==> src/rtl/bsg_pkg.sv <==
package bsg_pkg;
   localparam int BLK_COUNT = 19;
   localparam int BLK_IDX_W = $clog2(BLK_COUNT);

   typedef enum logic [1:0] {
      MOD_PROG   = 2'd0,
      MOD_BERASE = 2'd1,
      MOD_MERASE = 2'd2,
      MOD_CERASE = 2'd3
   } mod_kind_e;

   typedef enum logic [1:0] {
      ID_MFR    = 2'd0,
      ID_DEV    = 2'd1,
      ID_STATUS = 2'd2,
      ID_NONE   = 2'd3
   } id_sel_e;
endpackage

==> src/rtl/bsg_addr_map.sv <==
module bsg_addr_map #(
   parameter int ADDR_W   = 20,
   parameter bit TOP_BOOT = 1'b1,
   parameter int NUM_BLK  = bsg_pkg::BLK_COUNT,
   parameter int IDX_W    = bsg_pkg::BLK_IDX_W
) (
   input  logic [ADDR_W-1:0] addr,
   output logic [IDX_W-1:0]  blk_idx
);
   localparam int SEG_W   = 4;
   localparam int SUB_W   = 3;
   localparam int SEG_LSB = ADDR_W - SEG_W;
   localparam int SUB_LSB = SEG_LSB - SUB_W;
   localparam int SMALL_N = 4;

   if (ADDR_W != 20) begin : g_bad_addr
      $error("bsg_addr_map: layout defined for a 20-bit byte address");
   end
   if (NUM_BLK != 15 + SMALL_N) begin : g_bad_count
      $error("bsg_addr_map: block count must be 19");
   end

   logic [SEG_W-1:0] seg;
   logic [SUB_W-1:0] sub;
   logic             unused_low;

   assign seg        = addr[ADDR_W-1 -: SEG_W];
   assign sub        = addr[SEG_LSB-1 -: SUB_W];
   assign unused_low = ^addr[SUB_LSB-1:0];

   if (TOP_BOOT) begin : g_top
      always_comb begin
         if (seg != {SEG_W{1'b1}}) begin
            blk_idx = IDX_W'(seg);
         end else if (!sub[2]) begin
            blk_idx = IDX_W'(15);
         end else if (sub[1]) begin
            blk_idx = IDX_W'(18);
         end else if (sub[0]) begin
            blk_idx = IDX_W'(17);
         end else begin
            blk_idx = IDX_W'(16);
         end
      end
   end else begin : g_bottom
      always_comb begin
         if (seg != '0) begin
            blk_idx = IDX_W'(seg) + IDX_W'(SMALL_N - 1);
         end else if (sub[2]) begin
            blk_idx = IDX_W'(3);
         end else if (!sub[1]) begin
            blk_idx = IDX_W'(0);
         end else if (sub[0]) begin
            blk_idx = IDX_W'(2);
         end else begin
            blk_idx = IDX_W'(1);
         end
      end
   end
endmodule

==> src/rtl/bsg_prot_bank.sv <==
module bsg_prot_bank #(
   parameter int NUM_BLK = bsg_pkg::BLK_COUNT,
   parameter int IDX_W   = bsg_pkg::BLK_IDX_W
) (
   input  logic               clk,
   input  logic               rst_n,
   input  logic               cmd_vld,
   input  logic               cmd_set,
   input  logic [IDX_W-1:0]   cmd_idx,
   output logic [NUM_BLK-1:0] flags
);
   if (NUM_BLK > (1 << IDX_W)) begin : g_bad_idx
      $error("bsg_prot_bank: index too narrow for block count");
   end

   for (genvar b = 0; b < NUM_BLK; b++) begin : g_flag
      logic hit;
      assign hit = cmd_vld && (cmd_idx == IDX_W'(b));
      always_ff @(posedge clk) begin
         if (!rst_n) begin
            flags[b] <= 1'b0;
         end else if (hit) begin
            flags[b] <= cmd_set;
         end
      end
   end


   flag_write_chk: assert property (@(posedge clk) disable iff (!rst_n)
      (cmd_vld && cmd_idx < IDX_W'(NUM_BLK)) |=> flags[$past(cmd_idx)] == $past(cmd_set));

   flag_hold_chk: assert property (@(posedge clk) disable iff (!rst_n)
      !cmd_vld |=> $stable(flags));
endmodule

==> src/rtl/bsg_mod_gate.sv <==
module bsg_mod_gate #(
   parameter int NUM_BLK = bsg_pkg::BLK_COUNT,
   parameter int IDX_W   = bsg_pkg::BLK_IDX_W
) (
   input  logic               clk,
   input  logic               rst_n,
   input  logic               req_vld,
   input  bsg_pkg::mod_kind_e req_kind,
   input  logic [IDX_W-1:0]   req_idx,
   input  logic [NUM_BLK-1:0] req_sel,
   input  logic [NUM_BLK-1:0] flags,
   input  logic               tmp_unprot,
   output logic               res_vld,
   output logic               res_grant,
   output logic               res_err,
   output logic [NUM_BLK-1:0] res_mask
);
   import bsg_pkg::*;

   logic [NUM_BLK-1:0] one_hot;
   logic [NUM_BLK-1:0] wanted;
   logic [NUM_BLK-1:0] locked;
   logic [NUM_BLK-1:0] allowed;

   for (genvar b = 0; b < NUM_BLK; b++) begin : g_dec
      assign one_hot[b] = (req_idx == IDX_W'(b));
   end

   always_comb begin
      unique case (req_kind)
         MOD_PROG, MOD_BERASE: wanted = one_hot;
         MOD_MERASE:           wanted = req_sel;
         default:              wanted = {NUM_BLK{1'b1}};
      endcase
   end

   assign locked  = tmp_unprot ? '0 : flags;
   assign allowed = wanted & ~locked;

   always_ff @(posedge clk) begin
      if (!rst_n) begin
         res_vld   <= 1'b0;
         res_grant <= 1'b0;
         res_err   <= 1'b0;
         res_mask  <= '0;
      end else begin
         res_vld   <= req_vld;
         res_grant <= req_vld && (allowed != '0);
         res_err   <= req_vld && (wanted != '0) && (allowed == '0);
         res_mask  <= req_vld ? allowed : '0;
      end
   end


   res_pulse_chk: assert property (@(posedge clk) disable iff (!rst_n)
      req_vld |=> res_vld);

   res_quiet_chk: assert property (@(posedge clk) disable iff (!rst_n)
      !req_vld |=> (!res_vld && !res_grant && !res_err));

   no_locked_grant_chk: assert property (@(posedge clk) disable iff (!rst_n)
      (req_vld && !tmp_unprot) |=> (res_mask & $past(flags)) == '0);

   err_excl_chk: assert property (@(posedge clk) disable iff (!rst_n)
      res_err |-> (!res_grant && res_mask == '0));
endmodule

==> src/rtl/boot_sector_guard.sv <==
module boot_sector_guard #(
   parameter int         ADDR_W   = 20,
   parameter bit         TOP_BOOT = 1'b1,
   parameter logic [7:0] MFR_CODE = 8'h20,
   parameter logic [7:0] DEV_TOP  = 8'hD2,
   parameter logic [7:0] DEV_BOT  = 8'hDC
) (
   input  logic        clk,
   input  logic        rst_n,
   input  logic [19:0] addr,
   input  logic        prot_cmd_vld,
   input  logic        prot_cmd_set,
   input  logic        tmp_unprot,
   input  logic        mod_req_vld,
   input  logic [1:0]  mod_req_kind,
   input  logic [18:0] erase_sel,
   input  logic [1:0]  id_sel,
   output logic [4:0]  blk_idx,
   output logic        blk_prot,
   output logic [7:0]  id_data,
   output logic        res_vld,
   output logic        res_grant,
   output logic        res_err,
   output logic [18:0] res_mask
);
   import bsg_pkg::*;

   localparam int         NUM_BLK = BLK_COUNT;
   localparam int         IDX_W   = BLK_IDX_W;
   localparam logic [7:0] DEV_CODE = TOP_BOOT ? DEV_TOP : DEV_BOT;

   if (ADDR_W != 20) begin : g_bad_w
      $error("boot_sector_guard: port width fixed at 20 address bits");
   end

   logic [NUM_BLK-1:0] flags;

   bsg_addr_map #(.ADDR_W(ADDR_W), .TOP_BOOT(TOP_BOOT),
                  .NUM_BLK(NUM_BLK), .IDX_W(IDX_W)) u_map (
      .addr    (addr),
      .blk_idx (blk_idx)
   );

   bsg_prot_bank #(.NUM_BLK(NUM_BLK), .IDX_W(IDX_W)) u_bank (
      .clk     (clk),
      .rst_n   (rst_n),
      .cmd_vld (prot_cmd_vld),
      .cmd_set (prot_cmd_set),
      .cmd_idx (blk_idx),
      .flags   (flags)
   );

   bsg_mod_gate #(.NUM_BLK(NUM_BLK), .IDX_W(IDX_W)) u_gate (
      .clk        (clk),
      .rst_n      (rst_n),
      .req_vld    (mod_req_vld),
      .req_kind   (mod_kind_e'(mod_req_kind)),
      .req_idx    (blk_idx),
      .req_sel    (erase_sel),
      .flags      (flags),
      .tmp_unprot (tmp_unprot),
      .res_vld    (res_vld),
      .res_grant  (res_grant),
      .res_err    (res_err),
      .res_mask   (res_mask)
   );

   assign blk_prot = flags[blk_idx];

   always_comb begin
      unique case (id_sel_e'(id_sel))
         ID_MFR:    id_data = MFR_CODE;
         ID_DEV:    id_data = DEV_CODE;
         ID_STATUS: id_data = {7'd0, blk_prot};
         default:   id_data = 8'h00;
      endcase
   end


   idx_range_chk: assert property (@(posedge clk) disable iff (!rst_n)
      blk_idx < IDX_W'(NUM_BLK));

   bypass_grant_chk: assert property (@(posedge clk) disable iff (!rst_n)
      (mod_req_vld && tmp_unprot && mod_req_kind == 2'd3) |=> res_mask == {NUM_BLK{1'b1}});
endmodule

==> config.mk <==
export PLATFORM = sky130hd
export DESIGN_NAME = boot_sector_guard
export DESIGN_NICKNAME = d
export VERILOG_FILES = /design/src/rtl/bsg_pkg.sv /design/src/rtl/bsg_addr_map.sv /design/src/rtl/bsg_prot_bank.sv /design/src/rtl/bsg_mod_gate.sv /design/src/rtl/boot_sector_guard.sv
export SDC_FILE = /design/constraint.sdc
export NUM_CORES = 1
export LEC_CHECK = 0
export CORE_MARGIN = 10
export CORE_UTILIZATION = 46
export DETAILED_ROUTE_END_ITERATION = 7
export PLACE_DENSITY = 0.89
export SYNTH_ARGS = -nofsm -noshare
export SYNTH_HDL_FRONTEND = slang
export SYNTH_SLANG_ARGS = --single-unit
==> constraint.sdc <==
create_clock -name clk -period 2.3 [get_ports clk]
set_input_delay 0.23 -clock clk [delete_from_list [all_inputs] [get_ports clk]]
set_output_delay 0.23 -clock clk [all_outputs]
set_load 0.05 [all_outputs]
==> results.ini, run 1 <==
[global_route]
gr-total-overflow = 0
grt_pass1_vias = 2956
antenna_found_initial = 0
grt_pass1_wl_um = 16400
track_usage = 0.235
grt_max_degree = 21

[pwr]
leakage_nw = 1.68
power.total_w = 0.00198
combPwrFrac = 0.314
swShare = 0.312
power.share.sequential = 0.371
peakVddDrop_v = 0.000383
p_clk_frac = 0.315
intPower_w = 0.00136
power_density_nw_per_um2 = 477
p_sw_w = 0.000620

[finish]
drive_above_1_share = 0.336
antennaDiodeCount = 0
area_growth_pct = 62.2
utilization = 0.760
fillCellCount = 427
final_net_count = 497
final_area_um2 = 4160

[worst_setup_path]
max_stage_delay_ns = 0.31
cp_max_fo = 3
path_cells = dlygate4sd2_1 > nor2b_4 > o21ai_2 > buf_4 > buf_4 > and3b_1 > o31ai_2 > a32o_2 > and3b_2 > buf_8
cpMostUsedCell = buf_4
end_kind = output pin
worstSetupStartpointType = input pin
cp_num_buf_inv = 4
critPathTopFamily = buffers and inverters
crit_type = in2out
arrival_ns = 2.11
cp_slowest_cell = dlygate4sd2_1
required_ns = 2.07

[die]
die-area_um2 = 8960
io_pins = 85
initial_core_util = 0.468
core-area_um2 = 5470
die_y_um = 94.7
die_w_um = 94.7
row_count = 27

[synth]
syn_area_per_cell_um2 = 8.32
synth_flop_cell = dfxtp_1
synthArstFlopShare = 0
ys_seq_area_frac = 0.320
synth_top_cell_by_area = dfxtp_1
synth_cell_types = 62
synth.area.top_cells = dfxtp_1 32%, nor2b_1 4.9%, mux2i_1 4.7%
synth_edf_count = 0
synth_top_area_frac = 0.320
syn_area_um2 = 2560
yosysWarnings = 0
synth-seq-cells = 41
syn_inst = 308

[clock_tree]
cts_max_level = 2
hold_buffers = 0
cts-buffers-inserted = 5
clock_sinks = 41
clk_pin_slew_ns = 0.08
clockRootBuffer = clkbuf_8
cts_tree = yes
cts_buffer_depth = 2
insertion_delay_ns = 0.30

[place]
port_buffers = 69
gp_congestion = 0.987
placed_area_um2 = 3890
dpl.hpwl_um = 8600
place_ws_ns = -0.476

[detailed_routing]
post_drt_wl_per_cell_um = 20.9
drtIter0Drc = 293
ant_nets = 0
drt_wl_total_um = 10900
dr.pass1.iters = 5
vias = 3104
drc = 0
viasPerCell = 5.96

[timing]
post-route-period-util = 1.02
final_hold_viol_count = 0
worst_slack_ns = -0.0357
slew_violations = 0
setup_viol = 1
skew_ns = 0.00681
clock.fmax_mhz = 428
tightest_slew_ns = 0.703
rsz0062_at_grt = true
fin_crit_ns = 2.34
slew_headroom = 0.525
holdWs_ns = 0.471

[job]
cap_violations = 0

[outcome]
violations = negative setup slack
status = finished with violations

[worst_hold_path]
holdCritPathClass = reg2reg

worst paths after layout:
path	start	end	slack [ns]	cells after the start
worst min-delay path	u_bank.flags[11]	u_gate.res_mask[11]	0.47	1
worst min register to register	u_bank.flags[11]	u_gate.res_mask[11]	0.47	1
worst max-delay path	addr[14]	id_data[0]	-0.04	10
worst max register to register	u_bank.flags[5]	u_gate.res_err	0.20	6
layout make-up:
cell class | instances | area [um^2] | share of cell area
inverters | 8 | 30.0 | 0.00722
clock inverters | 2 | 37.5 | 0.00903
repair buffers | 163 | 1430 | 0.343
flip-flops and latches | 41 | 826 | 0.199
multi-input cells | 229 | 1670 | 0.401
clock buffers | 6 | 82.6 | 0.0199
well taps | 72 | 90.1 | 0.0217
through the flow:
step	std cells	setup TNS, ns
after floorplan	309	0
after global placement	508	-2.40
after detailed placement	508	-3.01
after CTS	519	-0.0323
after global routing	521	-0.106
final	521	-0.0357
Yosys cell counts, types with 2 or more instances:
| cell | instances |
|---|---|
| nor2_1 | 28 |
| and4b_1 | 3 |
| nand4_1 | 8 |
| nor4_1 | 3 |
| nor3b_1 | 2 |
| o21a_1 | 5 |
| o31a_1 | 2 |
| a311oi_2 | 2 |
| mux2i_1 | 12 |
| buf_4 | 8 |
| a211o_1 | 2 |
| inv_1 | 8 |
| nor4b_1 | 2 |
| or4_1 | 2 |
| clkbuf_1 | 10 |
| a21o_1 | 2 |
| nand3_1 | 2 |
| buf_2 | 11 |
| nor3_1 | 3 |
| and4_1 | 2 |
| nor2b_1 | 20 |
| o22ai_1 | 7 |
| nor4bb_1 | 3 |
| o21ai_0 | 21 |
| nand2b_1 | 8 |
| o221ai_1 | 8 |
| and3b_1 | 3 |
| mux4_2 | 2 |
| a21boi_0 | 9 |
| dfxtp_1 | 41 |
| a31oi_1 | 5 |
| a21oi_1 | 6 |
| a211oi_1 | 10 |
| nand2_1 | 19 |
| o2111ai_1 | 2 |
flip-flops by register name, indices dropped and copies added (netlist names):
| name | count |
|---|---|
| u_gate.res_err | 1 |
| u_bank.flags | 19 |
| u_gate.res_grant | 1 |
| u_gate.res_vld | 1 |
| u_gate.res_mask | 19 |
placed cells by master, fill, tap and decap left out, types with 3 or more instances in the layout:
master            n
nor4_1            3
a21boi_0          9
inv_1             6
a211oi_1         10
mux2i_1          12
clkdlybuf4s15_1   4
o22ai_1           6
buf_6             6
o21a_1            5
nand2b_1          8
o221ai_2          3
nor2b_1          18
nor4bb_1          3
and4b_1           3
clkdlybuf4s50_1  47
o21ai_0          19
nand4_1           8
dfxtp_1          39
nor3_1            3
clkbuf_8          6
buf_4            95
o221ai_1          5
nor2_1           27
a21oi_1           6
nand2_1          19
worst register-to-register path, delay by kind of cell, from the launching register on:
family           cells  cell delay (ns)
AO/OA/AOI/OAI        3             0.50
AND/OR/NAND/NOR      3             1.13
flip-flops           1             0.39
cells by family (layout without fill, tap and decap cells):
logic type,count (synthesis),in the layout,share of synthesized area
simple gates,116,116,0.259
other cells,1,2,0.00146
flops,41,41,0.320
mux,15,15,0.0688
buf+inv,39,179,0.0771
compound gates,96,96,0.274
repair_timing:
action,4_1_cts,5_1_grt
endpoints found under the setup margin,4,3
gates resized for setup,34,19
pin swaps,1,4
buffers inserted,3,2
metal layers:
layer  part of all wire  track usage  wire, um  vias to the layer above
li1                   -            -         -                     1427
met1               0.39        0.283      4210                     1428
met2               0.47        0.394      5140                      213
met3               0.10       0.0484      1130                       36
met4              0.038        0.106       415                        0
met5                  0            0         0                        -
power by group through the flow:
stage,Combinational [W],Clock [W],Sequential (W)
6_report,0.000623,0.000624,0.000736
5_1_grt,0.000652,0.000657,0.000738
4_1_cts,0.000603,0.000633,0.000737
3_5_place_dp,0.000588,0,0.000754
3_3_place_gp,0.000586,0,0.000753
2_1_floorplan,0.000256,0,0.000807
(Power assumes the default switching activity.)
==> inputs of run 2 (changes only) <==
CORE_UTILIZATION = 42   (was 46)
PLACE_DENSITY = 0.86   (was 0.89)
TNS_END_PERCENT = 20   (was not set)
clock period = 2 ns   (was 2.3 ns; I/O delays follow)
==> run 2 against run 1 <==
Against the previous run:
- the run still ends with negative setup slack left
- count of clock-buffer cells in the layout down 1
- clock skew grew 0.0032 ns
- hold slack better by 0.0098 ns
- power rose by 14%
- global-route usage down 1.6 points
- register-to-register slack worse by 0.24 ns
- sequential share of layout area down 1.0 points
- clock power up 4.3%
- critical path type unchanged
==> results.ini, run 2 (same netlist as run 1, synthesis figures left out) <==
[die]
core-area_um2 = 5920  ; was 5470 um^2
die_y_um = 98.1  ; was 94.7 um
row_count = 28  ; was 27
initial_core_util = 0.433  ; was 0.468
die_w_um = 98.1  ; was 94.7 um
die-area_um2 = 9630  ; was 8960 um^2
io_pins = 85  ; unchanged

[worst_setup_path]
crit_path_end = id_data[0]  ; unchanged
worstSetupStartpointType = input pin  ; unchanged
cp_max_fo = 5  ; was 3
regToRegSetupSlack_ns = -0.04  ; was 0.20 ns
arrival_ns = 2.01  ; was 2.11 ns
reg2reg_to = u_gate.res_err  ; unchanged
end_kind = output pin  ; unchanged
startpoint = addr[17]  ; was addr[14]
crit_type = in2out  ; unchanged
r2r-start = u_bank.flags[5]  ; unchanged
r2r_cells = 6  ; unchanged
required_ns = 1.80  ; was 2.07 ns

[timing]
setup_viol = 4  ; was 1
post-route-period-util = 1.11
clock.fmax_mhz = 452
worst_slack_ns = -0.213  ; was -0.0357 ns
fin_crit_ns = 2.21
holdWs_ns = 0.481  ; was 0.471 ns
skew_ns = 0.0100  ; was 0.00681 ns
final_hold_viol_count = 0  ; unchanged
slew_violations = 0  ; unchanged
rsz0062_at_grt = true  ; unchanged
tightest_slew_ns = 0.683  ; was 0.703 ns
slew_headroom = 0.539  ; was 0.525

[finish]
reg_top3 = u_bank.flags: 19 flops, u_gate.res_mask: 19 flops  ; unchanged
fillCellCount = 434  ; was 427
antennaDiodeCount = 0  ; unchanged
utilization = 0.741  ; was 0.760
drive_above_1_share = 0.375  ; was 0.336
final_net_count = 516  ; was 497
final_area_um2 = 4390  ; was 4160 um^2
area_growth_pct = 71.2  ; was 62.2%
final_common_cell = buf_4  ; unchanged
final_cell_mix = 108 x buf_4, 45 x clkdlybuf4s50_1, 39 x dfxtp_1  ; was 95 x buf_4, 47 x clkdlybuf4s50_1, 39 x dfxtp_1

[global_route]
grt_pass1_wl_um = 17000  ; was 16400 um
track_usage = 0.219  ; was 0.235
gr-usage-met2 = 0.363  ; was 0.394
gr-usage-met3 = 0.0529  ; was 0.0484
use_met1 = 0.262  ; was 0.283
antenna_found_initial = 0  ; unchanged
grt_pass1_vias = 3018  ; was 2956
grt_max_degree = 21  ; unchanged
gr-total-overflow = 0  ; unchanged
grt-busiest-layer = met2  ; unchanged

[clock_tree]
cts_max_level = 2  ; unchanged
clk_pin_slew_ns = 0.08  ; about the same
insertion_delay_ns = 0.30  ; about the same
cts_tree = yes  ; unchanged
cts-buffers-inserted = 5  ; unchanged
cts_buffer_depth = 2  ; unchanged
hold_buffers = 0  ; unchanged
clockRootBuffer = clkbuf_8  ; unchanged
clock_sinks = 41  ; unchanged

[detailed_routing]
drc = 0  ; unchanged
post_drt_wl_per_cell_um = 20.4  ; was 20.9 um
drtIter0Drc = 301  ; was 293
dr.pass1.iters = 5  ; unchanged
drt_wl_total_um = 11100  ; was 10900 um
vias = 3164  ; was 3104
ant_nets = 0  ; unchanged
viasPerCell = 5.84  ; was 5.96

[pwr]
power.total_w = 0.00227  ; was 0.00198 W
power_density_nw_per_um2 = 517  ; was 477 nW/um^2
leakage_nw = 1.79  ; was 1.68 nW
peakVddDrop_v = 0.000488  ; was 0.000383 V

[job]
cap_violations = 0  ; unchanged

[place]
placed_area_um2 = 4090  ; was 3890 um^2
place_ws_ns = -0.785  ; was -0.476 ns
gp_congestion = 1.01  ; was 0.987
dpl.hpwl_um = 8600  ; about the same
port_buffers = 69  ; unchanged

[outcome]
violations = negative setup slack  ; unchanged
status = finished with violations  ; unchanged

[worst_hold_path]
holdCritPathClass = reg2reg  ; unchanged

==> run 2: how the worst min path moves through the flow <==
| stage | start | depth (start not counted) | slack, ns | to |
|---|---|---|---|---|
| 2_1_floorplan | erase_sel[1] | 2 | 0.43 | u_gate.res_mask[1] |
| 3_3_place_gp | u_bank.flags[11] | 1 | 0.46 | u_gate.res_mask[11] |
| 3_5_place_dp | u_bank.flags[11] | 1 | 0.47 | u_gate.res_mask[11] |
| 4_1_cts | u_bank.flags[11] | 1 | 0.48 | u_gate.res_mask[11] |
| 5_1_grt | u_bank.flags[11] | 1 | 0.52 | u_gate.res_mask[11] |
| 6_report | u_bank.flags[11] | 1 | 0.48 | u_gate.res_mask[11] |
==> run 2: area by class of cell <==
class / instances / area (um^2) / share of cell area
repair buffers: 182 / 1620 / 0.370
clock inverters: 2 / 35.0 / 0.00798
flip-flops and latches: 41 / 826 / 0.188
multi-input cells: 229 / 1710 / 0.390
well taps: 75 / 93.8 / 0.0214
clock buffers: 5 / 68.8 / 0.0157
inverters: 8 / 30.0 / 0.00684
==> run 2: worst max-delay path, cell delays in order <==
cell	delay (ns)
clkdlybuf4s15_2	0.20
buf_6	0.13
and2_4	0.16
buf_4	0.15
buf_4	0.14
nand2_1	0.09
o21bai_1	0.09
a221o_1	0.27
a32o_2	0.23
and3b_2	0.21
buf_8	0.15
==> run 2: stage by stage <==
step	setup TNS [ns]	std cells
global route	-0.785	542
global placement	-6.70	526
floorplan	-0.372	309
finish	-0.618	542
CTS	-0.608	542
detailed placement	-7.25	526
==> run 2: power breakdown <==
group	internal, W	switching (W)	total, W	leakage (nW)
clock network	0.000363	0.000288	0.000651	0.0540
logic	0.000364	0.000406	0.000770	1.40
registers	0.000837	0.00000998	0.000847	0.335
total	0.00156	0.000704	0.00227	1.79
==> run 2: timing repair <==
action / in CTS / in global routing
setup endpoints to repair: 12 / 7
setup buffers: 8 / 0
cloned: 1 / 0
pin swaps: 9 / 5
resized for setup: 52 / 13
==> run 2: layer usage <==
metal | part of all wire | up-vias
li1 | - | 1471
met1 | 0.40 | 1455
met2 | 0.47 | 194
met3 | 0.087 | 44
met4 | 0.044 | 0
met5 | 0 | -
==> inputs of run 3 (changes only) <==
ABC_AREA = 1   (was not set)
==> run 3 against run 2 <==
Against the previous run:
- the run now ends clean
- largest power group unchanged
- flip-flop and latch count unchanged
- non-clock buffer count is 38 lower
- register-to-register slack better by 0.79 ns
- largest cell class unchanged
- critical path depth up 2
- combinational power is 3.0% lower
- highest routed layer unchanged
- global-route usage shrank 5.0 points
==> results.ini, run 3 <==
[timing]
post-route-period-util = 0.954  ; was 1.11
tightest_slew_ns = 0.703  ; was 0.683 ns
final.setup.tns_ns = 0  ; was -0.618 ns
clock.fmax_mhz = 524  ; was 452 MHz
final_hold_viol_count = 0  ; unchanged
setup_viol = 0  ; was 4
rsz0062_at_grt = false  ; was true
holdWs_ns = 0.477  ; was 0.481 ns
slew_violations = 0  ; unchanged
skew_ns = 0.00387  ; was 0.0100 ns
slew_headroom = 0.530  ; was 0.539
fin_crit_ns = 1.91  ; was 2.21 ns

[global_route]
grt_pass1_vias = 2951  ; was 3018
grt_pass1_wl_um = 14100  ; was 17000 um
antenna_found_initial = 0  ; unchanged
track_usage = 0.169  ; was 0.219
gr-total-overflow = 0  ; unchanged
grt_max_degree = 20  ; was 21

[detailed_routing]
drt_wl_total_um = 8480  ; was 11100 um
vias = 3026  ; was 3164
viasPerCell = 5.03  ; was 5.84
drtIter0Drc = 201  ; was 301
drc = 0  ; unchanged
ant_nets = 0  ; unchanged
dr.pass1.iters = 5  ; unchanged
post_drt_wl_per_cell_um = 14.1  ; was 20.4 um

[pwr]
peakVddDrop_v = 0.000353  ; was 0.000488 V
power_density_nw_per_um2 = 518  ; was 517 nW/um^2
leakage_nw = 1.84  ; was 1.79 nW
power.total_w = 0.00212  ; was 0.00227 W

[synth]
syn_area_per_cell_um2 = 6.66  ; was 8.32 um^2
synth_common_cells = 90 x nand2_1, 46 x nor2_1, 41 x dfxtp_1, 34 x inv_1, 33 x nand3_1  ; was 41 x dfxtp_1, 28 x nor2_1, 21 x o21ai_0, 20 x nor2b_1, 19 x nand2_1
synth_top_cell_by_area = dfxtp_1  ; unchanged
yosysMostFrequentCell = nand2_1  ; was dfxtp_1
synth_top_area_frac = 0.315  ; was 0.320
syn_inst = 391  ; was 308
ys_seq_area_frac = 0.315  ; was 0.320
synth.area.top_cells = dfxtp_1 32%, nand2_1 13%, nor2_1 6.6%  ; was dfxtp_1 32%, nor2b_1 4.9%, mux2i_1 4.7%
synth_edf_count = 0  ; unchanged
synth_flop_cell = dfxtp_1  ; unchanged
synth_cell_types = 37  ; was 62
syn_area_um2 = 2600  ; was 2560 um^2
synthArstFlopShare = 0  ; unchanged
synth-seq-cells = 41  ; unchanged
yosysWarnings = 0  ; unchanged

[finish]
final_common_cell = nand2_1  ; was buf_4
final-instance-count-excl-fill = 601  ; was 542
final_cell_mix = 88 x nand2_1, 72 x buf_4, 50 x clkdlybuf4s50_1  ; was 108 x buf_4, 45 x clkdlybuf4s50_1, 39 x dfxtp_1
reg_top3 = u_bank.flags: 19 flops, u_gate.res_mask: 19 flops  ; unchanged
final_net_count = 574  ; was 516
antennaDiodeCount = 0  ; unchanged
area_growth_pct = 57.0  ; was 71.2%
fillCellCount = 496  ; was 434
drive_above_1_share = 0.331  ; was 0.375
final_area_um2 = 4090  ; was 4390 um^2

[die]
initial_core_util = 0.437  ; was 0.433
row_count = 28  ; unchanged
die-area_um2 = 9750  ; was 9630 um^2
io_pins = 85  ; unchanged
die_y_um = 98.8  ; was 98.1 um
core-area_um2 = 5960  ; was 5920 um^2
die_w_um = 98.8  ; was 98.1 um

[worst_setup_path]
arrival_ns = 1.71  ; was 2.01 ns
cp_max_fo = 8  ; was 5
max_stage_delay_ns = 0.16  ; was 0.27 ns
worstSetupStartpointType = input pin  ; unchanged
cp_num_buf_inv = 4  ; was 5
required_ns = 1.80  ; about the same
end_kind = output pin  ; unchanged
cp_slowest_cell = a22oi_2  ; was a221o_1
crit_type = in2out  ; unchanged
cpMostUsedCell = nand2_4  ; was buf_4
path_cells = buf_2 > nand2_4 > nor2_8 > nand2_2 > nand2_4 > nor2_4 > buf_4 > a22oi_2 > nand3_1 > nand3_2 > nand3_4 > buf_6 > buf_12  ; was clkdlybuf4s15_2 > buf_6 > and2_4 > buf_4 > buf_4 > nand2_1 > o21bai_1 > a221o_1 > a32o_2 > and3b_2 > buf_8
critPathTopFamily = simple AND/OR/NAND/NOR gates  ; was buffers and inverters

[clock_tree]
cts-buffers-inserted = 5  ; unchanged
clk_pin_slew_ns = 0.08  ; about the same
hold_buffers = 0  ; unchanged
cts_max_level = 2  ; unchanged
cts_tree = yes  ; unchanged
insertion_delay_ns = 0.29  ; was 0.30 ns
cts_buffer_depth = 2  ; unchanged
clockRootBuffer = clkbuf_8  ; unchanged
clock_sinks = 41  ; unchanged

[place]
placed_area_um2 = 3910  ; was 4090 um^2
dp_cells = 586  ; was 526
dpl.hpwl_um = 6980  ; was 8600 um
gp_congestion = 0.894  ; was 1.01
port_buffers = 69  ; unchanged

[job]
cap_violations = 0  ; unchanged

[outcome]
status = finished clean  ; was finished with violations

[worst_hold_path]
holdCritPathClass = reg2reg  ; unchanged

run 3: cell count changes in the layout (fill, tap and decap cells not counted), sizes merged, moves of 9 or more:
cell    previous run  this run
nand2b             9         0
nor2b             20         0
inv                8        41
buf              128        91
mux2i             12         0
or2                1        18
nand3              2        43
nand2             19       107
nor2              28        52
a211oi            10         0
a21oi              6        19
a21boi             9         0
run 3: through the flow:
stage / worst slack [ns] / utilization
after global routing: 0.00190 / 0.687
final: 0.0927 / 0.687
after global placement: -0.380 / 0.657
after CTS: 0.0141 / 0.683
after floorplan: 0.0493 / -
after detailed placement: -0.400 / 0.657
run 3: power breakdown:
| group | internal, W | switching, W | leakage, nW |
|---|---|---|---|
| Combinational | 0.000338 | 0.000410 | 1.47 |
| Sequential | 0.000842 | 0.0000107 | 0.334 |
| Clock | 0.000242 | 0.000275 | 0.0450 |
run 3: what timing repair did:
action	in CTS	in global routing
pin swaps	14	20
buffers inserted	6	2
gates resized for setup	31	12
gates cloned	0	0
setup endpoints to repair	4	2
run 3: area by class of cell:
class | count | area [um^2] | share of cell area
Multi-Input combinational cell | 290 | 1550 | 0.380
Timing Repair Buffer | 144 | 1380 | 0.336
Sequential cell | 41 | 821 | 0.201
Inverter | 43 | 164 | 0.0401
Tap cell | 75 | 93.8 | 0.0229
Clock buffer | 6 | 72.6 | 0.0177
Clock inverter | 2 | 10.0 | 0.00245
run 3: worst paths after layout:
kind | slack [ns] | cells after the start | to | startpoint
max reg2reg | 0.75 | 7 | u_gate.res_grant | u_bank.flags[4]
min reg2reg | 0.48 | 2 | u_bank.flags[5] | u_bank.flags[5]
max | 0.09 | 13 | blk_prot | addr[17]
min | 0.48 | 2 | u_bank.flags[5] | u_bank.flags[5]
run 3: worst min-delay path: stages, from the launching register on:
cell	delay (ns)
dfxtp_1	0.31
o21ai_0	0.07
a21oi_1	0.06
run 3: kinds of logic (layout without fill, tap and decap cells):
logic type,count (synthesis),count (layout),synth area share
AOI/OAI and AO/OA,55,55,0.124
DFF,41,41,0.315
buffers and inverters,61,195,0.115
and+or+nand+nor,233,233,0.445
other,1,2,0.00144
run 3: metal layers:
layer / global-route usage / up-vias / wire [um] / part of all wire
met5: 0 / - / 0 / 0
met4: 0.0540 / 0 / 121 / 0.014
met3: 0.0468 / 12 / 697 / 0.082
met2: 0.299 / 133 / 4240 / 0.50
met1: 0.191 / 1365 / 3430 / 0.40
li1: - / 1516 / - / -
